--- src/rtl/tdm_tx_serializer.sv ---
module tdm_tx_serializer #(
  parameter int DW        = 32,
  parameter int MAX_SLOTS = 8,
  parameter int OFF_W     = 11,
  parameter int FSW_W     = 8
) (
  input  logic                 clk,
  input  logic                 rst_n,
  input  logic                 tx_en,
  input  logic                 soft_rst,
  input  logic                 cfg_fsync_mode,
  input  logic                 cfg_lrck_pol,
  input  logic [2:0]           cfg_size,
  input  logic [2:0]           cfg_mask,
  input  logic                 cfg_lsb_first,
  input  logic                 cfg_neg_edge,
  input  logic [$clog2(MAX_SLOTS)-1:0] cfg_slots_m1,
  input  logic [MAX_SLOTS-1:0] cfg_slot_en,
  input  logic [FSW_W-1:0]     cfg_fs_width,
  input  logic [OFF_W-1:0]     cfg_offset,
  input  logic                 s_valid,
  input  logic [DW-1:0]        s_data,
  output logic                 s_ready,
  output logic                 bclk_o,
  output logic                 fsync_o,
  output logic                 sdata_o,
  output logic                 underflow_o
);
  localparam int SW = $clog2(MAX_SLOTS);
  localparam int NW = SW + 1;
  localparam int CW = $clog2(DW);
  localparam int BW = CW + 1;
  localparam int PW = OFF_W;

  logic          run, ph, started, drun, tick;
  logic [PW-1:0] pos, pos_n, flen;
  logic [SW-1:0] dslot, ds_n;
  logic [BW-1:0] dbix, db_n, cont, vw;
  logic [NW-1:0] nslot;
  logic [DW-1:0] samp;
  logic [CW-1:0] idx;
  logic          drun_n, slot_start, take, bit_c, sync_c, dly_d, dly_s;

  assign run   = tx_en & ~soft_rst;
  assign tick  = run & ph;
  assign cont  = (cfg_size == 3'd0) ? BW'(8) : BW'({cfg_size, 2'b00}) + BW'(4);
  assign vw    = cont - BW'(cfg_mask);
  assign nslot = cfg_fsync_mode ? NW'(cfg_slots_m1) + NW'(1) : NW'(2);
  assign flen  = PW'(nslot) * PW'(cont);
  assign pos_n = !started ? '0 : ((pos == flen - PW'(1)) ? '0 : pos + PW'(1));

  always_comb begin
    drun_n = drun;
    ds_n   = dslot;
    db_n   = dbix;
    if (!drun) begin
      if (pos_n == cfg_offset) begin
        drun_n = 1'b1;
        ds_n   = '0;
        db_n   = '0;
      end
    end else if (dbix == cont - BW'(1)) begin
      db_n = '0;
      ds_n = (NW'(dslot) == nslot - NW'(1)) ? '0 : dslot + SW'(1);
    end else begin
      db_n = dbix + BW'(1);
    end
  end

  assign slot_start  = drun_n && (db_n == '0);
  assign take        = tick && slot_start && cfg_slot_en[ds_n];
  assign s_ready     = take;
  assign underflow_o = take && !s_valid;

  assign idx    = cfg_lsb_first ? dbix[CW-1:0] : CW'(vw - BW'(1) - dbix);
  assign bit_c  = drun && (dbix < vw) && samp[idx];
  assign sync_c = started && (cfg_fsync_mode ? (pos <= PW'(cfg_fs_width))
                                             : ((pos >= PW'(cont)) ^ cfg_lrck_pol));

  always_ff @(posedge clk or negedge rst_n) begin
    if (!rst_n) begin
      ph <= 1'b0; started <= 1'b0; pos <= '0; drun <= 1'b0;
      dslot <= '0; dbix <= '0; samp <= '0; dly_d <= 1'b0; dly_s <= 1'b0;
    end else if (!run) begin
      ph <= 1'b0; started <= 1'b0; pos <= '0; drun <= 1'b0;
      dslot <= '0; dbix <= '0; samp <= '0; dly_d <= 1'b0; dly_s <= 1'b0;
    end else begin
      ph <= ~ph;
      if (ph) begin
        started <= 1'b1;
        pos     <= pos_n;
        drun    <= drun_n;
        dslot   <= ds_n;
        dbix    <= db_n;
        if (slot_start) samp <= (take && s_valid) ? s_data : '0;
      end else begin
        dly_d <= bit_c;
        dly_s <= sync_c;
      end
    end
  end

  assign bclk_o  = ph;
  assign sdata_o = cfg_neg_edge ? bit_c  : dly_d;
  assign fsync_o = cfg_neg_edge ? sync_c : dly_s;
endmodule


--- config.mk ---
export PLATFORM = sky130hd
export DESIGN_NAME = tdm_tx_serializer
export DESIGN_NICKNAME = d
export VERILOG_FILES = /design/src/rtl/tdm_tx_serializer.sv
export SDC_FILE = /design/constraint.sdc
export NUM_CORES = 1
export LEC_CHECK = 0
export ABC_AREA = 1
export BUFFER_PORTS_ARGS = -buffer_cell sky130_fd_sc_hd__buf_2
export CAP_MARGIN = 0
export CORE_ASPECT_RATIO = 1.2
export CORE_UTILIZATION = 53
export CTS_CLUSTER_DIAMETER = 120
export CTS_CLUSTER_SIZE = 25
export DETAILED_ROUTE_END_ITERATION = 8
export PLACE_DENSITY = 0.77
export SETUP_SLACK_MARGIN = 0.3
export SYNTH_ARGS = -nofsm -noshare
export SYNTH_HDL_FRONTEND = slang
export SYNTH_SLANG_ARGS = --single-unit
--- constraint.sdc ---
create_clock -name clk -period 5.9 [get_ports clk]
set_input_delay 0.59 -clock clk [delete_from_list [all_inputs] [get_ports clk]]
set_output_delay 0.59 -clock clk [all_outputs]
set_load 0.02 [all_outputs]
# Word level (Yosys, flattened, before mapping)
# Cells that the tools add are included.
# W data, S select, Z words.
classes:
  eq_ne: 7
  mul: 1
  reduce_logical: 12
  n_div: 0
  addsub: 11
  n_bitwise: 5
  n_mux: 40
  shift: 0
  n_lt_le_gt_ge: 5
op_table:
  columns: ["op", "n"]
  rows:
  - ["$mux W32", 4]
  - ["$mux W11", 4]
  - ["$mux W6", 6]
  - ["$eq A11 B11 Y1", 2]
  - ["$mux W3", 6]
  - ["$mux W1", 16]
  - ["$add A11 B1 Y11 const B", 1]
  - ["$ge A11 B6 Y1", 1]
  - ["$le A11 B8 Y1", 1]
  - ["$sub A10 B1 Y11 const B", 1]
  - ["$mul A4 B6 Y10", 1]
  - ["$logic_and A1 B1 Y1", 8]
  - ["$add A5 B3 Y6 const B", 1]
  - ["$add A6 B1 Y6 const B", 1]
  - ["$eq A6 B6 Y1", 1]
  - ["$logic_not A6 Y1", 1]
  - ["$lt A5 B6 Y1 const B", 1]
  - ["$lt A6 B6 Y1", 1]
  - ["$sub A6 B1 Y6 const B", 1]
  - ["$sub A6 B3 Y6", 1]
  - ["$bmux W1 S5", 1]
  - ["$mux W5", 1]
  - ["$sub A5 B1 Y5 const B", 1]
  - ["$sub A5 B5 Y5", 1]
  - ["other kinds (15)", 18]
totals:
  mem_bits_ro: 0
  mem_bits_rw: 0
  memories: 0
  register_bits: 57
  latch_bits: 0

# Logic depth before layout (Yosys ltp)
# Gate-level depths: netlist (run 1).
logic_depth:
  ltp_word: 19
  mapped_depth: 39
  mapped_depth_nobuf: 37

# Worst setup path after synthesis (run 1)
# No wires, ideal clock.
synth_timing:
  path_kind: "input port to output port"
  start: "input port cfg_size[0]"
  end: "output port underflow_o"
  path_buffers: 1
  path_slack_ns: 0.114
  t_required_ns: 5.310
  stages: 33
  t_arrival_ns: 5.196
  cell_sequence: "inv_1 -> ha_1 -> nand2_1 -> nand2_2 -> inv_1 -> nand2_1 -> ha_1 -> fa_1 -> fa_1 -> inv_1 -> ha_1 -> nand2_1 -> nand2_1 -> nand2_1 -> or2_2 -> nand3_1 -> nor2_2 -> nand2_2 -> buf_6 -> nand3_1 -> nand2_1 -> nand2_1 -> inv_1 -> nand2_1 -> nor2_2 -> nand3_2 -> nand2_4 -> inv_2 -> nand2_1 -> nand3_1 -> nor2_2 -> nand3_2 -> nor3_1"
synth_between:
  elab_chain_cells: 15
synth_lines:
  columns: ["element", "line_no", "rtl"]
  rows:
  - ["start: declaration", "13", "input logic [2:0] cfg_size,"]
  - ["$add A5 B3 Y6 or $logic_not A3 Y1 (tied branches)", "46", "assign cont = (cfg_size == 3'd0) ? BW'(8) : BW'({cfg_size, 2'b00}) + BW'(4);"]
  - ["$mux W6 (*)", "46", null]
  - ["branches (longest 11 deep; another with $sub A10 B1 Y11)", null, null]
  - ["$logic_and A1 B1 Y1 (*)", "71", "assign take = tick && slot_start && cfg_slot_en[ds_n];"]
  - ["$logic_and A1 B1 Y1 (*)", "73", "assign underflow_o = take && !s_valid;"]
  - ["end: declaration", "27", "output logic underflow_o"]
# Mark *: on every way between the ends. The select of a mux whose other input is x is not followed.

# Worst setup path in the final report (run 1)
layout_timing:
  start: "input port cfg_slots_m1[0]"
  end: "output port underflow_o"
layout_between:
  elab_chain_cells: 15
layout_lines:
  columns: ["element", "line_no", "rtl"]
  rows:
  - ["start: declaration", "17", "input logic [$clog2(MAX_SLOTS)-1:0] cfg_slots_m1,"]
  - ["$add A3 B1 Y4 (*)", "48", "assign nslot = cfg_fsync_mode ? NW'(cfg_slots_m1) + NW'(1) : NW'(2);"]
  - ["$mux W4 (*)", "48", null]
  - ["branches (longest 11 deep; another with $sub A10 B1 Y11)", null, null]
  - ["$logic_and A1 B1 Y1 (*)", "71", null]
  - ["$logic_and A1 B1 Y1 (*)", "73", null]
# Marks and branches as above.

==> results.sh, run 1 <==
export IMPL_status="completed"
export IMPL_nFillCells=786
export IMPL_crit_top_cell="nand2_1"
export IMPL_vias_per_cell=5.56
export IMPL_synth_nets=900
export IMPL_die_w_um=93.7
export IMPL_switching_power_mw=0.410
export IMPL_place_ws_ps=-226
export IMPL_start_util_pct=55.3
export IMPL_register_area_um2=1430
export IMPL_pwr_density_cell_nw_per_um2=194
export IMPL_peakVddDrop_v=0.000249
export IMPL_cp_arrival_ps=5190
export IMPL_gr_total_overflow=0
export IMPL_r2r_start="pos[0]$_DFFE_PN0N_"
export IMPL_cap_violations=0
export IMPL_wirelength_mm=14.7
export IMPL_drive_gt1_share_pct=26.6
export IMPL_rsz0062_at_grt="true"
export IMPL_netlist_instances=768
export IMPL_syn2layout_area_growth_pct=27.9
export IMPL_p_total_mw=1.33
export IMPL_p_leak_nw=3.65
export IMPL_die_height_um=112
export IMPL_fp_row_count=39
export IMPL_min_period_ps=5780
export IMPL_slew_headroom_pct=37.3
export IMPL_endpoint_kind="primary output"
export IMPL_holdWs_ps=415
export IMPL_crit_fanout=8
export IMPL_grt_pass1_wl_mm=24.4
export IMPL_clk_pin_slew_ps=50
export IMPL_multiInputGateArea_um2=3610
export IMPL_avgRoutedWirePerCell_um=14.4
export IMPL_cts_sinks=57
export IMPL_initialDrtViolationCount=385
export IMPL_core_area_um2=9660
export IMPL_synth_top_area_cell="dfrtp_1"
export IMPL_synth_distinct_cells=47
export IMPL_ant_nets=0
export IMPL_critPathLaunchType="input port"
export IMPL_period_share_pct=98.0
export IMPL_setup_ws_ps=117
export IMPL_hp_class="input port to asynchronous set/reset pin"
export IMPL_critPathSlowestCell="fa_1"
export IMPL_finalSetupViolations=0
export IMPL_criticalPathCategory="input port to primary output"
export IMPL_hold_viol_final=0
export IMPL_timing_fmax_ghz=0.173
export IMPL_groute_usage_overall_pct=29.1
export IMPL_antenna_found_initial=0
export IMPL_nNetsFinal=1024
export IMPL_grt_pass1_vias=5465
export IMPL_cell_internal_pwr_mw=0.920
export IMPL_required_ps=5310
export IMPL_seq_area_frac_synth_pct=26.7
export IMPL_comb_power_share_pct=30.1
export IMPL_htreeDepth=3
export IMPL_drc=0
export IMPL_dpl_hpwl_mm=10.8
export IMPL_clockRootBuffer="clkbuf_16"
export IMPL_cts_buffer_depth=2
export IMPL_firstDrtPassIters=5
export IMPL_die_area_um2=10500
export IMPL_synth_area_um2=5350
export IMPL_clkLatencyLatePin_ps=330
export IMPL_worst_slew_pin_slew_ps=940
export IMPL_cts_hold_buf=0
export IMPL_vias=5672
export IMPL_syn_area_per_cell_um2=6.96
export IMPL_ys_warn_count=0
export IMPL_grt_max_degree=58
export IMPL_cts_tree="built"
export IMPL_sequentialPowerShare_pct=29.7
export IMPL_ys_seq_elements=57
export IMPL_critPathMaxStageDelay_ps=530
export IMPL_finalMaxSlewViolations=0
export IMPL_clock_skew_ps=6.01
export IMPL_yosys_top_cells_area="dfrtp_1 (27%), nand2_1 (14%), ha_1 (11%), nand3_1 (9.5%), inv_1 (7.9%)"
export IMPL_swShare_pct=30.8
export IMPL_io_pins=82
export IMPL_gp_congestion=0.902
export IMPL_cts_buffers=9
export IMPL_yosysTopAreaCellShare_pct=26.7
export IMPL_cp_startpoint="cfg_slots_m1[0]"
export IMPL_n_antenna_cell=0
export IMPL_io_buffers=81
export IMPL_pwr_share_clk_pct=40.1
## power by group through the flow
stage	clock network [mW]	registers, mW	logic, mW
6_report	0.533	0.396	0.401
5_1_grt	0.558	0.395	0.444
4_1_cts	0.536	0.396	0.369
3_5_place_dp	0	0.402	0.329
3_3_place_gp	0	0.402	0.321
2_1_floorplan	0	0.400	0.222
## repair_timing
action,4_1_cts,5_1_grt
gates resized for setup,42,34
endpoints found under the setup margin,2,32
pin swaps,29,32
setup buffers,3,4
## Yosys cell counts (all sizes together)
library cell  count
nand4            15
nand3           111
o21a              2
a31oi             1
fa                6
o21bai            1
nor2             45
a211oi            2
a2111oi           1
o22ai            16
a221oi            2
o211ai            1
or2               4
inv             122
clkinv            3
clkbuf           11
a21oi            26
o311ai            1
a31o              2
o32ai             1
o21ai            22
o211a             1
a32o              6
and2              1
nand3b            4
nand2           203
xor2             22
dfrtp            57
xnor2             3
nor3             12
a21o              2
o2111ai           1
ha               49
buf              12
## worst paths after layout
path	cells past startpoint	end	slack, ps
max	35	underflow_o	120
min	2	samp[3]$_DFFE_PN0P_	410
max reg2reg	23	samp[21]$_DFFE_PN0P_	2440
min reg2reg	2	samp[28]$_DFFE_PN0P_	510
max in group asynchronous	2	pos[3]$_DFFE_PN0N_	5010
min in group clk	3	samp[31]$_DFFE_PN0P_	480
## cell type report
class,count,share of cell area (%)
timing repair buffer,136,12.7
multi-input combinational,563,52.7
clock buffer,14,4.01
clock inverter,2,0.512
inverter,125,6.97
tap,123,2.25
sequential,57,20.9
## sequential cells by signal, summed over array words and instances, names as in the netlist
signal	cells
bclk_o	1
samp	32
dslot	3
dly_s	1
pos	11
dbix	6
started	1
dly_d	1
drun	1
## per-layer routing
metal,up-vias,track usage (%),wire length [µm]
li1,2766,-,-
met1,2644,35.0,5930
met2,213,50.2,7420
met3,49,5.56,830
met4,0,12.9,550
met5,-,0,0
## cell usage in the layout, fill, tap and decap left out, drive strengths merged, types with 2 or more instances in the layout
cell / count
a31o: 2
ha: 49
dfrtp: 57
a32o: 6
or2: 4
xnor2: 3
inv: 122
nor3: 12
fa: 6
o22ai: 16
a211oi: 2
clkinv: 4
buf: 136
a221oi: 2
nor2: 45
nand3: 111
nand4: 15
nand2: 203
a21o: 2
nand3b: 4
a21oi: 26
xor2: 22
o21ai: 22
o21a: 2
clkbuf: 14
## worst max-delay path, delay by kind of cell
family / cells / cell delay, ps
and+or+nand+nor: 23 / 2370
adders and majority gates: 5 / 1630
buffers and inverters: 7 / 600
## through the flow
step	TNS (ps)	cell area, µm²	util, %	instances
after floorplan	0	5350	-	768
after global placement	-178	6140	63.6	997
after detailed placement	-365	6140	63.6	997
after CTS	0	6670	69.0	1016
after global routing	-138	6840	70.8	1020
final	0	6840	70.8	1020
## cells by family after synthesis
kind of cell	after synthesis	share of synthesized area (%)
buf+inv	148	11.1
fa+ha+maj	55	13.7
flops	57	26.7
simple gates	395	34.2
compound gates	88	10.2
xor+xnor	25	4.10
Note: power is estimated with default switching activity, not from simulation.
==> run 2, diff against run 1 <==
--- a/config.mk
+++ b/config.mk
@@ -9,7 +9,7 @@
 export BUFFER_PORTS_ARGS = -buffer_cell sky130_fd_sc_hd__buf_2
 export CAP_MARGIN = 0
 export CORE_ASPECT_RATIO = 1.2
-export CORE_UTILIZATION = 53
+export CORE_UTILIZATION = 55
 export CTS_CLUSTER_DIAMETER = 120
 export CTS_CLUSTER_SIZE = 25
 export DETAILED_ROUTE_END_ITERATION = 8
==> constraint.sdc (replaced) <==
create_clock -name clk -period 7.3 [get_ports clk]
set_input_delay 0.73 -clock clk [delete_from_list [all_inputs] [get_ports clk]]
set_output_delay 0.73 -clock clk [all_outputs]
set_load 0.02 [all_outputs]
==> run 2 against run 1 <==
  * Core utilization is 5.9 points lower
  * Critical path depth is 1 lower
  * Via count is 4.6% lower
  * Combinational power is 36% lower
  * Total power is 22% lower
  * Largest cell class unchanged
  * Largest power group unchanged
==> results.sh, run 2 (synthesis results as in run 1) <==
export IMPL_io_buffers=81
export IMPL_timing_fmax_ghz=0.152
export IMPL_cap_violations=0
export IMPL_final_cells=969
export IMPL_vias=5413
export IMPL_min_period_ps=6580
export IMPL_regMostFlops="samp"
export IMPL_io_pins=82
export IMPL_drive_gt1_share_pct=16.8
export IMPL_firstDrtPassIters=5
export IMPL_die_height_um=110
export IMPL_n_antenna_cell=0
export IMPL_place_inst=953
export IMPL_gr_total_overflow=0
export IMPL_clk_pin_slew_ps=50
export IMPL_critPathMaxStageDelay_ps=540
export IMPL_fin_util_pct=64.9
export IMPL_clkLatencyLatePin_ps=330
export IMPL_core_area_um2=9470
export IMPL_nFillCells=858
export IMPL_hp_class="register to register"
export IMPL_hold_viol_final=0
export IMPL_period_share_pct=90.1
export IMPL_status="completed"
export IMPL_grt_pass1_vias=5043
export IMPL_layout_commonest_cell="nand2_1"
export IMPL_die_w_um=92.0
export IMPL_register_area_um2=1430
export IMPL_die_area_um2=10100
export IMPL_cp_arrival_ps=5850
export IMPL_antenna_found_initial=0
export IMPL_crit_top_cell="nand2_1"
export IMPL_gp_congestion=0.930
export IMPL_cts_sinks=57
export IMPL_cts_setup_buffers=0
export IMPL_dpl_hpwl_mm=10.5
export IMPL_nNetsFinal=973
export IMPL_drc=0
export IMPL_worst_slew_pin_slew_ps=1130
export IMPL_initialDrtViolationCount=397
export IMPL_peakVddDrop_v=0.000157
export IMPL_grt_max_degree=58
export IMPL_cts_buffers=9
export IMPL_slew_headroom_pct=24.2
export IMPL_holdWs_ps=505
export IMPL_wirelength_mm=13.9
export IMPL_critPathSlowestCell="fa_1"
export IMPL_avgRoutedWirePerCell_um=14.3
export IMPL_largest_reg_flops=32
export IMPL_criticalPathCategory="input port to primary output"
export IMPL_groute_usage_overall_pct=28.6
export IMPL_vias_per_cell=5.59
export IMPL_multiInputGateArea_um2=3330
export IMPL_clock_skew_ps=8.08
export IMPL_endpoint_kind="primary output"
export IMPL_rsz0062_at_grt="false"
export IMPL_htreeDepth=3
export IMPL_crit_fanout=21
export IMPL_start_util_pct=56.5
export IMPL_p_leak_nw=3.39
export IMPL_syn2layout_area_growth_pct=15.0
export IMPL_reg_top3="samp (32), pos (11), dbix (6)"
export IMPL_mostFrequentLayoutCells="nand2_1 (199), inv_1 (113), nand3_1 (101)"
export IMPL_grt_pass1_wl_mm=23.0
export IMPL_setup_tns_ps=0
export IMPL_finalSetupViolations=0
export IMPL_clockRootBuffer="clkbuf_16"
export IMPL_required_ps=6570
export IMPL_cts_buffer_depth=2
export IMPL_finalMaxSlewViolations=0
export IMPL_ant_nets=0
export IMPL_fp_row_count=39
export IMPL_pwr_density_cell_nw_per_um2=169
export IMPL_critPathLaunchType="input port"
export IMPL_cts_hold_buf=0
export IMPL_cts_tree="built"
==> run 2: cell types whose count changed in the layout (fill, tap and decap cells not counted), moves of 5 or more <==
| cell | change |
|---|---|
| nand2_1 | +18 |
| ha_4 | -7 |
| inv_1 | +8 |
| buf_2 | +6 |
| ha_1 | +9 |
| inv_2 | -5 |
| buf_6 | -7 |
| nand3_1 | +6 |
| buf_4 | -49 |
| nand2_2 | -15 |
| nand3_4 | -6 |
==> run 2: metal layers <==
metal  up-vias  track usage (%)  part of all wire (%)  routed length [µm]
met5         -                0                     0                   0
li1       2660                -                     -                   -
met4         0             13.2                   3.4                 465
met2       188             51.3                    50                6990
met1      2527             33.5                    41                5670
met3        38             5.01                   5.3                 732
==> run 2: worst paths after layout <==
| path | endpoint | cells after the start | slack [ps] | startpoint |
|---|---|---|---|---|
| max | underflow_o | 34 | 720 | cfg_size[0] |
| min | dly_d$_DFFE_PN0P_ | 2 | 500 | dly_d$_DFFE_PN0P_ |
| max reg2reg | samp[26]$_DFFE_PN0P_ | 20 | 3580 | pos[0]$_DFFE_PN0N_ |
| min reg2reg | dly_d$_DFFE_PN0P_ | 2 | 500 | dly_d$_DFFE_PN0P_ |
| max in group asynchronous | samp[23]$_DFFE_PN0P_ | 2 | 6250 | rst_n |
| min in group asynchronous | samp[4]$_DFFE_PN0P_ | 2 | 550 | rst_n |
==> run 2: final cells by class <==
cell class	instances	area share [%]
Clock buffer	11	4.11
Clock inverter	5	1.26
Inverter	125	7.64
Multi-Input combinational cell	563	54.2
Sequential cell	57	23.2
Tap cell	123	2.50
Timing Repair Buffer	85	7.09
==> run 2: stage by stage <==
step / instance area, µm² / total power [mW] / setup WS [ps]
after detailed placement: 5810 / 0.578 / 602
after CTS: 6140 / 1.04 / 599
after floorplan: 5350 / 0.503 / 1230
final: 6140 / 1.04 / 720
after global routing: 6140 / 1.09 / 309
after global placement: 5810 / 0.568 / 744
==> run 2: timing repair <==
action | in CTS | in global routing
endpoints found under the setup margin | 0 | 2
resized for setup | 0 | 1
hold endpoints to repair | 0 | 0
==> run 2: worst max-delay path: cells and delay by family <==
family                   cells  cell delay (ps)
AND/OR/NAND/NOR             22             2550
adder cells (fa/ha/maj)      5             1830
buffers and inverters        7              710
==> run 2: where the power goes <==
| part | internal, mW | total (mW) | switching [mW] |
|---|---|---|---|
| clock | 0.316 | 0.461 | 0.145 |
| combinational | 0.0978 | 0.256 | 0.158 |
| sequential | 0.317 | 0.319 | 0.00240 |
==> run 3, diff against run 2 <==
--- a/config.mk
+++ b/config.mk
@@ -10,6 +10,7 @@
 export CAP_MARGIN = 0
 export CORE_ASPECT_RATIO = 1.2
 export CORE_UTILIZATION = 55
+export CTS_BUF_LIST = sky130_fd_sc_hd__clkbuf_16
 export CTS_CLUSTER_DIAMETER = 120
 export CTS_CLUSTER_SIZE = 25
 export DETAILED_ROUTE_END_ITERATION = 8
==> run 3 against run 2 <==
  * Via count down 0.68%
  * Combinational power barely moved
  * Critical path depth stayed put
  * Wire length decreased by 0.22%
  * Final area shrank 0.33%
  * Register-to-register slack about the same
  * Total power decreased by 2.1%
  * Highest routed layer unchanged
  * Count of clock-buffer cells in the layout is 2 lower
  * Largest cell class unchanged
  * Worst hold slack hardly changed
==> results.sh, run 3 (synthesis results as in run 1) <==
export IMPL_status="completed"
export IMPL_grt_max_degree=58
export IMPL_antenna_found_initial=0
export IMPL_hold_viol_final=0
export IMPL_swShare_pct=30.1
export IMPL_start_util_pct=56.5
export IMPL_fp_row_count=39
export IMPL_cts_buffers=9
export IMPL_criticalPathCategory="input port to primary output"
export IMPL_clockRootBuffer="clkbuf_16"
export IMPL_critPathLaunchType="input port"
export IMPL_core_area_um2=9470
export IMPL_htreeDepth=3
export IMPL_nFillCells=865
export IMPL_regMostFlops="samp"
export IMPL_register_area_um2=1430
export IMPL_required_ps=6570
export IMPL_endpoint_kind="primary output"
export IMPL_r2r_start="pos[0]$_DFFE_PN0N_"
export IMPL_dpl_hpwl_mm=10.5
export IMPL_layout_commonest_cell="nand2_1"
export IMPL_finalSetupViolations=0
export IMPL_gr_total_overflow=0
export IMPL_final_cells=969
export IMPL_clkLatencyLatePin_ps=330
export IMPL_firstDrtPassIters=5
export IMPL_holdWs_ps=505
export IMPL_die_area_um2=10100
export IMPL_io_buffers=81
export IMPL_min_period_ps=6580
export IMPL_die_w_um=92.0
export IMPL_rsz0062_at_grt="false"
export IMPL_pwr_share_clk_pct=43.2
export IMPL_worst_slew_pin_slew_ps=1140
export IMPL_reg2reg_depth=20
export IMPL_largest_reg_flops=32
export IMPL_crit_top_cell="nand2_1"
export IMPL_timing_fmax_ghz=0.152
export IMPL_avgRoutedWirePerCell_um=14.3
export IMPL_crit_fanout=21
export IMPL_grt_pass1_vias=5041
export IMPL_period_share_pct=90.1
export IMPL_syn2layout_area_growth_pct=14.6
export IMPL_hp_class="register to register"
export IMPL_cell_internal_pwr_mw=0.709
export IMPL_min_to="dly_d$_DFFE_PN0P_"
export IMPL_vias_per_cell=5.55
export IMPL_mostFrequentLayoutCells="nand2_1 (199), inv_1 (113), nand3_1 (101)"
export IMPL_die_height_um=110
export IMPL_cap_violations=0
export IMPL_place_inst=953
export IMPL_slew_headroom_pct=23.5
export IMPL_drive_gt1_share_pct=16.5
export IMPL_r2r_setup_slack_ps=3590
export IMPL_groute_usage_overall_pct=28.5
export IMPL_pwr_density_cell_nw_per_um2=166
export IMPL_rr_endpoint="samp[25]$_DFFE_PN0P_"
export IMPL_io_pins=82
export IMPL_sequentialPowerShare_pct=31.5
export IMPL_worstHoldStart="dly_d$_DFFE_PN0P_"
export IMPL_vias=5376
export IMPL_gp_congestion=0.930
export IMPL_nNetsFinal=973
export IMPL_peakVddDrop_v=0.000156
export IMPL_wirelength_mm=13.8
export IMPL_cp_arrival_ps=5850
export IMPL_drc=0
export IMPL_setup_tns_ps=0
export IMPL_reg_top3="samp (32), pos (11), dbix (6)"
export IMPL_p_leak_nw=3.37
export IMPL_comb_power_share_pct=25.3
export IMPL_grt_pass1_wl_mm=22.9
export IMPL_n_antenna_cell=0
export IMPL_cts_buffer_depth=2
export IMPL_switching_power_mw=0.305
export IMPL_cts_setup_buffers=0
export IMPL_critPathSlowestCell="fa_1"
export IMPL_holdPathStages=2
export IMPL_fin_area_um2=6120
export IMPL_critPathMaxStageDelay_ps=540
export IMPL_ant_nets=0
export IMPL_clock_skew_ps=6.94
export IMPL_clk_pin_slew_ps=50
export IMPL_initialDrtViolationCount=371
export IMPL_finalMaxSlewViolations=0
export IMPL_cts_tree="built"
export IMPL_dpl_cell_area_um2=5810
export IMPL_multiInputGateArea_um2=3330
export IMPL_cts_sinks=57
[run 3: cell count changes in the layout (fill, tap and decap cells not counted)]
cell,before,now
clkinv_1,3,5
clkbuf_8,2,0
[run 3: worst max-delay path: cells and delay by family]
| kind | cells | cell delay (ps) |
|---|---|---|
| adders and majority gates | 5 | 1830 |
| and+or+nand+nor | 23 | 2610 |
| buffers and inverters | 6 | 650 |
[run 3: power by group through the flow]
stage,Combinational (mW),Clock [mW],Sequential (mW)
after floorplan,0.179,0,0.324
after global placement,0.244,0,0.325
after detailed placement,0.253,0,0.325
after CTS,0.255,0.444,0.319
after global routing,0.293,0.458,0.319
final,0.256,0.439,0.319
[run 3: repair_timing]
item                                    in CTS  in global routing
endpoints found under the setup margin       0                  2
gates resized for setup                      0                  1
hold buffers                                 0                  0
[run 3: final cells by class]
class / count / share of cell area (%)
Timing Repair Buffer: 85 / 7.11
Tap cell: 123 / 2.51
Multi-Input combinational cell: 563 / 54.4
Clock inverter: 7 / 1.39
Sequential cell: 57 / 23.3
Inverter: 125 / 7.66
Clock buffer: 9 / 3.68
[run 3: how the worst max path moves through the flow]
stage / start / endpoint / depth (start not counted)
finish: cfg_size[0] / underflow_o / 34
global route: cfg_size[0] / underflow_o / 35
CTS: cfg_size[0] / underflow_o / 34
detailed placement: cfg_size[0] / underflow_o / 34
global placement: cfg_size[0] / underflow_o / 34
floorplan: cfg_size[0] / underflow_o / 33
[run 3: per-stage QoR]
stage	total power, mW	util, %	setup slack, ps
after global placement	0.568	61.4	744
after global routing	1.07	64.7	309
final	1.01	64.7	722
after detailed placement	0.578	61.4	602
after floorplan	0.503	-	1230
after CTS	1.02	64.6	599
[run 3: layer usage]
layer / share of wire, % / global-route usage, %
met3: 5.0 / 5.01
met2: 50 / 51.1
met1: 41 / 33.4
met4: 3.3 / 13.2
met5: 0 / 0
